## config.mk

```make
export PLATFORM = sky130hd
export DESIGN_NAME = amul_signed_approx
export DESIGN_NICKNAME = d
export VERILOG_FILES = /design/src/rtl/amul_pkg.sv /design/src/rtl/amul_fa.sv /design/src/rtl/amul_ppgen.sv /design/src/rtl/amul_cmp_row.sv /design/src/rtl/amul_final_add.sv /design/src/rtl/amul_signed_approx.sv
export SDC_FILE = /design/constraint.sdc
export NUM_CORES = 1
export LEC_CHECK = 0
export BUFFER_PORTS_ARGS = -buffer_cell sky130_fd_sc_hd__buf_2
export CELL_PAD_IN_SITES_DETAIL_PLACEMENT = 1
export CELL_PAD_IN_SITES_GLOBAL_PLACEMENT = 1
export CORE_ASPECT_RATIO = 1.4
export CORE_MARGIN = 2
export CORE_UTILIZATION = 30
export DETAILED_ROUTE_END_ITERATION = 6
export MAX_ROUTING_LAYER = met4
export PLACE_DENSITY_LB_ADDON = 0.1
export SETUP_SLACK_MARGIN = 0.5
export SYNTH_ARGS = -nofsm -noshare
export SYNTH_HDL_FRONTEND = slang
export SYNTH_SLANG_ARGS = --single-unit
```

## constraint.sdc

```tcl
create_clock -name vclk -period 12.4
set_clock_uncertainty 0.15 [all_clocks]
set_input_delay 1.24 -clock vclk [all_inputs]
set_output_delay 1.24 -clock vclk [all_outputs]
set_load 0.005 [all_outputs]
```

## src/rtl/amul_pkg.sv

```systemverilog
package amul_pkg;

  // A column index below the approximation threshold uses the cheap cell.
  function automatic bit col_is_approx(input int col, input int approx_cols);
    return col < approx_cols;
  endfunction

  // Each approximate cell deviates by -2..+1 units of its column weight and
  // each column passes through three cells, so |error| <= 6 * sum(2^k).
  function automatic int err_limit(input int approx_cols);
    return 6 * ((1 << approx_cols) - 1);
  endfunction

endpackage

```

## src/rtl/amul_fa.sv

```systemverilog
module amul_fa (
  input  logic x,
  input  logic y,
  input  logic z,
  output logic s,
  output logic co
);

  assign s  = x ^ y ^ z;
  assign co = (x & y) | (x & z) | (y & z);

endmodule

```

## src/rtl/amul_ppgen.sv

```systemverilog
// Partial-product array with inverted sign-pair terms and the single
// correction constant at weight 2^N. Only columns 0..2N-2 are produced,
// since the top product bit is formed separately.
module amul_ppgen #(
  parameter int N = 8,
  localparam int C = 2 * N - 1
) (
  input  logic [N-1:0]        a,
  input  logic [N-1:0]        b,
  output logic [N-1:0][C-1:0] rows
);

  for (genvar j = 0; j < N; j++) begin : g_row
    for (genvar k = 0; k < C; k++) begin : g_col
      if (k >= j && k - j < N) begin : g_pp
        if ((k - j == N - 1) != (j == N - 1)) begin : g_inv
          assign rows[j][k] = ~(a[k-j] & b[j]);
        end else begin : g_pos
          assign rows[j][k] = a[k-j] & b[j];
        end
      end else if (j == 0 && k == N) begin : g_one
        assign rows[j][k] = 1'b1;
      end else begin : g_nil
        assign rows[j][k] = 1'b0;
      end
    end
  end

endmodule

```

## src/rtl/amul_cmp_row.sv

```systemverilog
// One rank of 4:2 compressors across all columns. Columns below APPROX_COLS
// use the OR/AND approximate cell without a lateral chain; the rest use two
// chained full adders. The top column keeps only its parity, since any carry
// from it would land beyond the produced range.
// cw[k] carries weight k (it is the carry of column k-1); cw[0] is zero.
module amul_cmp_row #(
  parameter int C           = 15,
  parameter int APPROX_COLS = 8,
  localparam int LO         = APPROX_COLS
) (
  input  logic [C-1:0] r0,
  input  logic [C-1:0] r1,
  input  logic [C-1:0] r2,
  input  logic [C-1:0] r3,
  output logic [C-1:0] s,
  output logic [C-1:0] cw
);

  logic [C-1:LO] cy;

  assign cw[0]  = 1'b0;
  assign cy[LO] = 1'b0;

  for (genvar k = 0; k < C; k++) begin : g_col
    if (k == C - 1) begin : g_top
      assign s[k] = r0[k] ^ r1[k] ^ r2[k] ^ r3[k] ^ cy[k];
    end else if (amul_pkg::col_is_approx(k, APPROX_COLS)) begin : g_apx
      assign s[k]    = (r0[k] | r1[k]) ^ (r2[k] | r3[k]);
      assign cw[k+1] = (r0[k] & r1[k]) | (r2[k] & r3[k]);
    end else begin : g_ex
      logic s1;
      amul_fa u_fa_lo (
        .x (r0[k]),
        .y (r1[k]),
        .z (r2[k]),
        .s (s1),
        .co(cy[k+1])
      );
      amul_fa u_fa_hi (
        .x (s1),
        .y (r3[k]),
        .z (cy[k]),
        .s (s[k]),
        .co(cw[k+1])
      );
    end
  end

endmodule

```

## src/rtl/amul_final_add.sv

```systemverilog
// Carry-propagate stage over columns 0..C-2, XOR-only column C-1, and the
// sign bit taken from the operand signs.
module amul_final_add #(
  parameter int C = 15
) (
  input  logic [C-1:0] s,
  input  logic [C-1:0] c,
  input  logic         sgn_a,
  input  logic         sgn_b,
  input  logic         nz,
  output logic [C:0]   p
);

  logic [C-1:0] rc;

  assign rc[0] = 1'b0;

  for (genvar k = 0; k < C - 1; k++) begin : g_add
    amul_fa u_fa (
      .x (s[k]),
      .y (c[k]),
      .z (rc[k]),
      .s (p[k]),
      .co(rc[k+1])
    );
  end

  assign p[C-1] = s[C-1] ^ c[C-1] ^ rc[C-1];
  assign p[C]   = (sgn_a ^ sgn_b) & nz;

endmodule

```

## src/rtl/amul_signed_approx.sv

```systemverilog
module amul_signed_approx #(
  parameter int N           = 8,
  parameter int APPROX_COLS = 8
) (
  input  logic [N-1:0]   mul_a,
  input  logic [N-1:0]   mul_b,
  output logic [2*N-1:0] prod
);

  localparam int W = 2 * N;
  localparam int C = W - 1;
  localparam int G = N / 2;

  logic [N-1:0][C-1:0] pp_rows;
  logic [C-1:0]        s_a, c_a, s_b, c_b;
  logic [C-1:0]        s_f, c_f;
  logic                nz;

  assign nz = (|mul_a) & (|mul_b);

  amul_ppgen #(.N(N)) u_pp (
    .a   (mul_a),
    .b   (mul_b),
    .rows(pp_rows)
  );

  amul_cmp_row #(.C(C), .APPROX_COLS(APPROX_COLS)) u_l1_lo (
    .r0(pp_rows[0]),
    .r1(pp_rows[1]),
    .r2(pp_rows[2]),
    .r3(pp_rows[3]),
    .s (s_a),
    .cw(c_a)
  );

  amul_cmp_row #(.C(C), .APPROX_COLS(APPROX_COLS)) u_l1_hi (
    .r0(pp_rows[G]),
    .r1(pp_rows[G+1]),
    .r2(pp_rows[G+2]),
    .r3(pp_rows[G+3]),
    .s (s_b),
    .cw(c_b)
  );

  amul_cmp_row #(.C(C), .APPROX_COLS(APPROX_COLS)) u_l2 (
    .r0(s_a),
    .r1(c_a),
    .r2(s_b),
    .r3(c_b),
    .s (s_f),
    .cw(c_f)
  );

  amul_final_add #(.C(C)) u_fin (
    .s    (s_f),
    .c    (c_f),
    .sgn_a(mul_a[N-1]),
    .sgn_b(mul_b[N-1]),
    .nz   (nz),
    .p    (prod)
  );

endmodule

```

# Word-level counts from Yosys, hierarchy flattened
# Index checks and enable logic that the tools add are counted.
[op_classes]
reduce_logical = 2
bitwise_logic = 352
[op_table]
columns = ["op", "n"]
rows = [
  ["$and 1x1->1", 176],
  ["$or 1x1->1", 86],
  ["$xor 1x1->1", 76],
  ["$reduce_or 8->1", 2],
  ["$not 1->1", 14],
]
[word_totals]
register_bits = 0
in_bits = 16
wordCells = 354

# Longest topological paths before layout
[logic_depth]
word_depth = 36
ltp_mapped = 25
mapped_depth_nobuf = 24

# Hierarchy
# A second synthesis with hierarchy kept.
[unflattened]
hier_cells = 295
area_unflattened_um2 = 2626.3
[modules_own_cells]
columns = ["module", "area_per_inst_um2", "cells_each", "n_inst"]
rows = [
  ["amul_fa", 20.0, 1, 50],
  ["amul_ppgen", 798.3, 123, 1],
  ["amul_cmp_row", 251.5, 37, 3],
  ["amul_final_add", 36.3, 5, 1],
  ["amul_signed_approx", 36.3, 6, 1],
]

# Worst setup path after synthesis
# No wires, ideal clock.
[synth_path]
kind = "input to output"
startpoint = "in mul_b[0]"
endpoint = "out prod[13]"
arrival_ps = 5698
setup_slack_ps = 5312
n_path_buf = 3
cell_stages = 25
cell_sequence = "buf_2 clkbuf_1 a221oi_1 a31oi_1 o21ai_0 ha_1 inv_1 fa_1 inv_1 fa_1 inv_1 fa_1 inv_1 fa_1 fa_1 inv_1 fa_1 inv_1 fa_1 fa_1 fa_1 inv_1 fa_1 inv_1 buf_4"
[synth_via]
elab_chain_len = 33
[synth_lines]
columns = ["element", "line", "rtl"]
rows = [
  ["from (decl)", "amul_signed_approx.sv:6", "input logic [N-1:0] mul_b,"],
  ["$and 1x1->1", "amul_ppgen.sv:19", "assign rows[j][k] = a[k-j] & b[j];"],
  ["$or 1x1->1 or $and 1x1->1 (tied branches)", "amul_cmp_row.sv:28, amul_cmp_row.sv:29", ""],
  ["$xor 1x1->1 or $or 1x1->1 (tied branches)", "amul_cmp_row.sv:28, amul_cmp_row.sv:29", ""],
  ["$or 1x1->1 or $and 1x1->1 (tied branches)", "amul_cmp_row.sv:28, amul_cmp_row.sv:29", ""],
  ["$xor 1x1->1 or $and 1x1->1 (tied branches)", "amul_cmp_row.sv:28, amul_fa.sv:10", ""],
  ["$and 1x1->1", "amul_fa.sv:10", "assign co = (x & y) | (x & z) | (y & z);"],
  ["$or 1x1->1 (2 in a row)", "amul_fa.sv:10", ""],
  ["$and 1x1->1", "amul_fa.sv:10", ""],
  ["[16 not listed]", "--", ""],
  ["$or 1x1->1 (*)", "amul_fa.sv:10", ""],
  ["$and 1x1->1", "amul_fa.sv:10", ""],
  ["$or 1x1->1", "amul_fa.sv:10", ""],
  ["$or 1x1->1 (*)", "amul_fa.sv:10", ""],
  ["$and 1x1->1", "amul_fa.sv:10", ""],
  ["$or 1x1->1", "amul_fa.sv:10", ""],
  ["$or 1x1->1 (*)", "amul_fa.sv:10", ""],
  ["$xor 1x1->1 (*)", "amul_fa.sv:9", "assign s = x ^ y ^ z;"],
  ["to (decl)", "amul_signed_approx.sv:7", "output logic [2*N-1:0] prod"],
]
# Every way passes the cells marked *; elsewhere a longest branch is shown, timed or not.

# Worst setup path after layout
[layout_path]
startpoint = "in mul_a[0]"
endpoint = "out prod[14]"
[layout_via]
elab_chain_len = 36
[layout_lines]
columns = ["element", "line", "rtl"]
rows = [
  ["from (decl)", "amul_signed_approx.sv:5", "input logic [N-1:0] mul_a,"],
  ["$and 1x1->1", "amul_ppgen.sv:19", ""],
  ["$and 1x1->1 or $or 1x1->1 (tied branches)", "amul_cmp_row.sv:29, amul_cmp_row.sv:28", ""],
  ["$or 1x1->1 or $xor 1x1->1 (tied branches)", "amul_cmp_row.sv:29, amul_cmp_row.sv:28", ""],
  ["$or 1x1->1", "amul_cmp_row.sv:28", "assign s[k] = (r0[k] | r1[k]) ^ (r2[k] | r3[k]);"],
  ["$xor 1x1->1 or $and 1x1->1 (tied branches)", "amul_cmp_row.sv:28, amul_fa.sv:10", ""],
  ["$and 1x1->1", "amul_fa.sv:10", ""],
  ["$or 1x1->1 (2 in a row)", "amul_fa.sv:10", ""],
  ["$and 1x1->1", "amul_fa.sv:10", ""],
  ["[19 not listed]", "--", ""],
  ["$or 1x1->1 (*)", "amul_fa.sv:10", ""],
  ["$and 1x1->1", "amul_fa.sv:10", ""],
  ["$or 1x1->1", "amul_fa.sv:10", ""],
  ["$or 1x1->1 (*)", "amul_fa.sv:10", ""],
  ["$and 1x1->1", "amul_fa.sv:10", ""],
  ["$or 1x1->1", "amul_fa.sv:10", ""],
  ["$or 1x1->1 (*)", "amul_fa.sv:10", ""],
  ["$xor 1x1->1 (*)", "amul_final_add.sv:28", "assign p[C-1] = s[C-1] ^ c[C-1] ^ rc[C-1];"],
]
# Marked as above.

==> results.sh <==
export IMPL_drt_first_pass_iters=4
export IMPL_synth_top_area_frac=0.313
export IMPL_seq_cell_count=0
export IMPL_finalSetupViolations=0
export IMPL_viasPerCell=5.11
export IMPL_die_area_um2=6150
export IMPL_nets=268
export IMPL_slew_headroom=0.766
export IMPL_slowest_stage="fa_1"
export IMPL_final_seq_area_um2=0
export IMPL_ir_drop_mv=0.0486
export IMPL_core_area_um2=5450
export IMPL_synth_top_family_by_area="adder cells"
export IMPL_startpoint="mul_a[0]"
export IMPL_rows=32
export IMPL_n_antenna_cell=0
export IMPL_synth_compound_area_frac=0.139
export IMPL_post_cts_buffers=0
export IMPL_drt_iter0_drc=96
export IMPL_fin_hold_ws_ps=2780
export IMPL_antenna_found_initial=0
export IMPL_drcViolationCount=0
export IMPL_leakagePower_nw=0.823
export IMPL_synth_top_area_cell="fa_1"
export IMPL_grt_ovfl_total=0
export IMPL_path_delay_family="adder cells"
export IMPL_min_to="prod[2]"
export IMPL_worstSetupEndpointType="output port"
export IMPL_min_period_over_period=0.605
export IMPL_cts_resized=0
export IMPL_hpwl_um=3630
export IMPL_fin_setup_tns_ps=0
export IMPL_synthAdderAreaFrac=0.381
export IMPL_utilization=0.311
export IMPL_total_power_uw=146
export IMPL_synth_distinct_cells=37
export IMPL_start_util=0.305
export IMPL_wl_per_cell_um=16.0
export IMPL_syn_nets=263
export IMPL_grt_pass1_wl_um=7780
export IMPL_die_y_um=92.0
export IMPL_critPathKind="input pin to output port"
export IMPL_routed_wl_um=4530
export IMPL_slew_violations=0
export IMPL_hold_depth=3
export IMPL_critical_path_max_stage_delay_ps=400
export IMPL_postRouteAntennaNets=0
export IMPL_via_count=1446
export IMPL_syn_avg_cell_area_um2=7.83
export IMPL_hold_path_class="input pin to output port"
export IMPL_worst_slew_pin_slew_ps=350
export IMPL_gp_congestion=0.830
export IMPL_fmax_ghz=0.133
export IMPL_finalHoldViolCount=0
export IMPL_nClkBuffers=0
export IMPL_cpMostUsedCell="fa_1"
export IMPL_critical_path_arrival_ps=6110
export IMPL_synth_area_leaders="fa_1, inv_1, buf_4"
export IMPL_drive_above_1_share=0.181
export IMPL_portBuffers=32
export IMPL_synthSimpleGateAreaFrac=0.216
export IMPL_layout_setup_ws_ps=4900
export IMPL_critPathMaxFanout=13
export IMPL_track_usage=0.164
export IMPL_min_from="mul_a[0]"
export IMPL_grt_max_degree=18
export IMPL_grt_pass1_vias=1620
export IMPL_dp_slack_ps=4790
export IMPL_synth_xor_area_frac=0.0580
export IMPL_io_pins=32
export IMPL_synth_area_mux_share=0
export IMPL_start_kind="input pin"
export IMPL_die_w_um=66.9
export IMPL_synth_area_um2=1660
export IMPL_rsz0062_at_grt="false"
export IMPL_area_growth_pct=2.11
export IMPL_fin_crit_ps=7500
export IMPL_synth_cells=212
export IMPL_synth_warnings=0
export IMPL_cap_viol_max_count=0
export IMPL_status="finished, final reports clean"
export IMPL_powerDensity_nw_per_um2=85.9
export IMPL_ctsHoldBuffers=0
export IMPL_critical_path_required_ps=11010
export IMPL_yosysSeqAreaShare=0
export IMPL_worst_path_buf_inv=9
## cells by family (layout without fill, tap and decap cells)
| kind of cell | after synthesis | count (layout) |
|---|---|---|
| xor gates and xnor gates | 11 | 11 |
| and+or+nand+nor | 68 | 68 |
| AOI/OAI and AO/OA | 34 | 34 |
| buffers and inverters | 64 | 67 |
| adders and majority gates | 35 | 35 |
## report_power, final
group | switching, mW | total [mW] | internal (mW)
clock | 0 | 0 | 0
combinational | 0.0782 | 0.146 | 0.0675
sequential | 0 | 0 | 0
total | 0.0782 | 0.146 | 0.0675
## stage by stage
| stage | instance area [µm²] | std cells |
|---|---|---|
| after detailed placement | 1700 | 283 |
| after global routing | 1700 | 283 |
| after floorplan | 1660 | 212 |
| after global placement | 1700 | 283 |
| after CTS | 1700 | 283 |
| final | 1700 | 283 |
## worst min-delay path: cells and delay by family
family / cells / cell delay [ps]
AOI/OAI and AO/OA: 1 / 150
buffers and inverters: 2 / 300
## routing by layer
| metal | share of wire | wire (µm) | global-route usage | up-vias |
|---|---|---|---|---|
| met4 | 0.0068 | 31 | 0.0187 | 0 |
| met1 | 0.41 | 1860 | 0.209 | 745 |
| met3 | 0.032 | 143 | 0.00123 | 4 |
| met5 | 0 | 0 | - | - |
| li1 | - | - | - | 667 |
| met2 | 0.55 | 2490 | 0.298 | 30 |
## layout make-up
cell class / instances / area [µm²]
fillers: 693 / 3750
inverters: 35 / 131
multi-input cells: 148 / 1320
well taps: 68 / 85.1
repair buffers: 32 / 160
## worst max-delay path by stage
stage                    end  slack (ps)  cells after the start
finish              prod[14]        4900                     26
global route        prod[14]        4560                     26
CTS                 prod[14]        4790                     26
floorplan           prod[13]        5310                     25
global placement    prod[13]        4930                     23
detailed placement  prod[14]        4790                     26
## synth_stat cells, drive strengths merged, types with 2 or more instances
library cell  number
inv               35
nand2             30
buf               26
fa                26
and2              20
a22oi              9
ha                 9
o21ai              7
xnor2              6
a21oi              5
nor2               5
xor2               5
a31oi              3
clkbuf             3
o22a               3
a22o               2
and4               2
nand3              2
nor4               2
or4                2
## cells in the final DEF, fill, tap and decap left out
master	n
a22o_1	2
ha_1	9
xnor2_1	6
xor2_1	5
a222oi_1	1
or3_1	1
o21bai_1	1
o21ai_1	1
fa_1	26
nand4_1	1
and2_1	16
a221oi_1	1
o32ai_1	1
and4_4	1
o22a_1	3
inv_1	35
nand2_1	29
o22ai_1	1
o21ai_0	6
nand2_2	1
a21oi_1	5
and4_1	1
nor3_1	1
nor4_1	2
nand2b_1	1
nor2_1	5
and2_2	4
nor3b_2	1
a31oi_1	3
a22oi_1	9
nand3_1	2
or4_1	2
buf_2	32
Note: power is estimated with default switching activity, not from simulation.
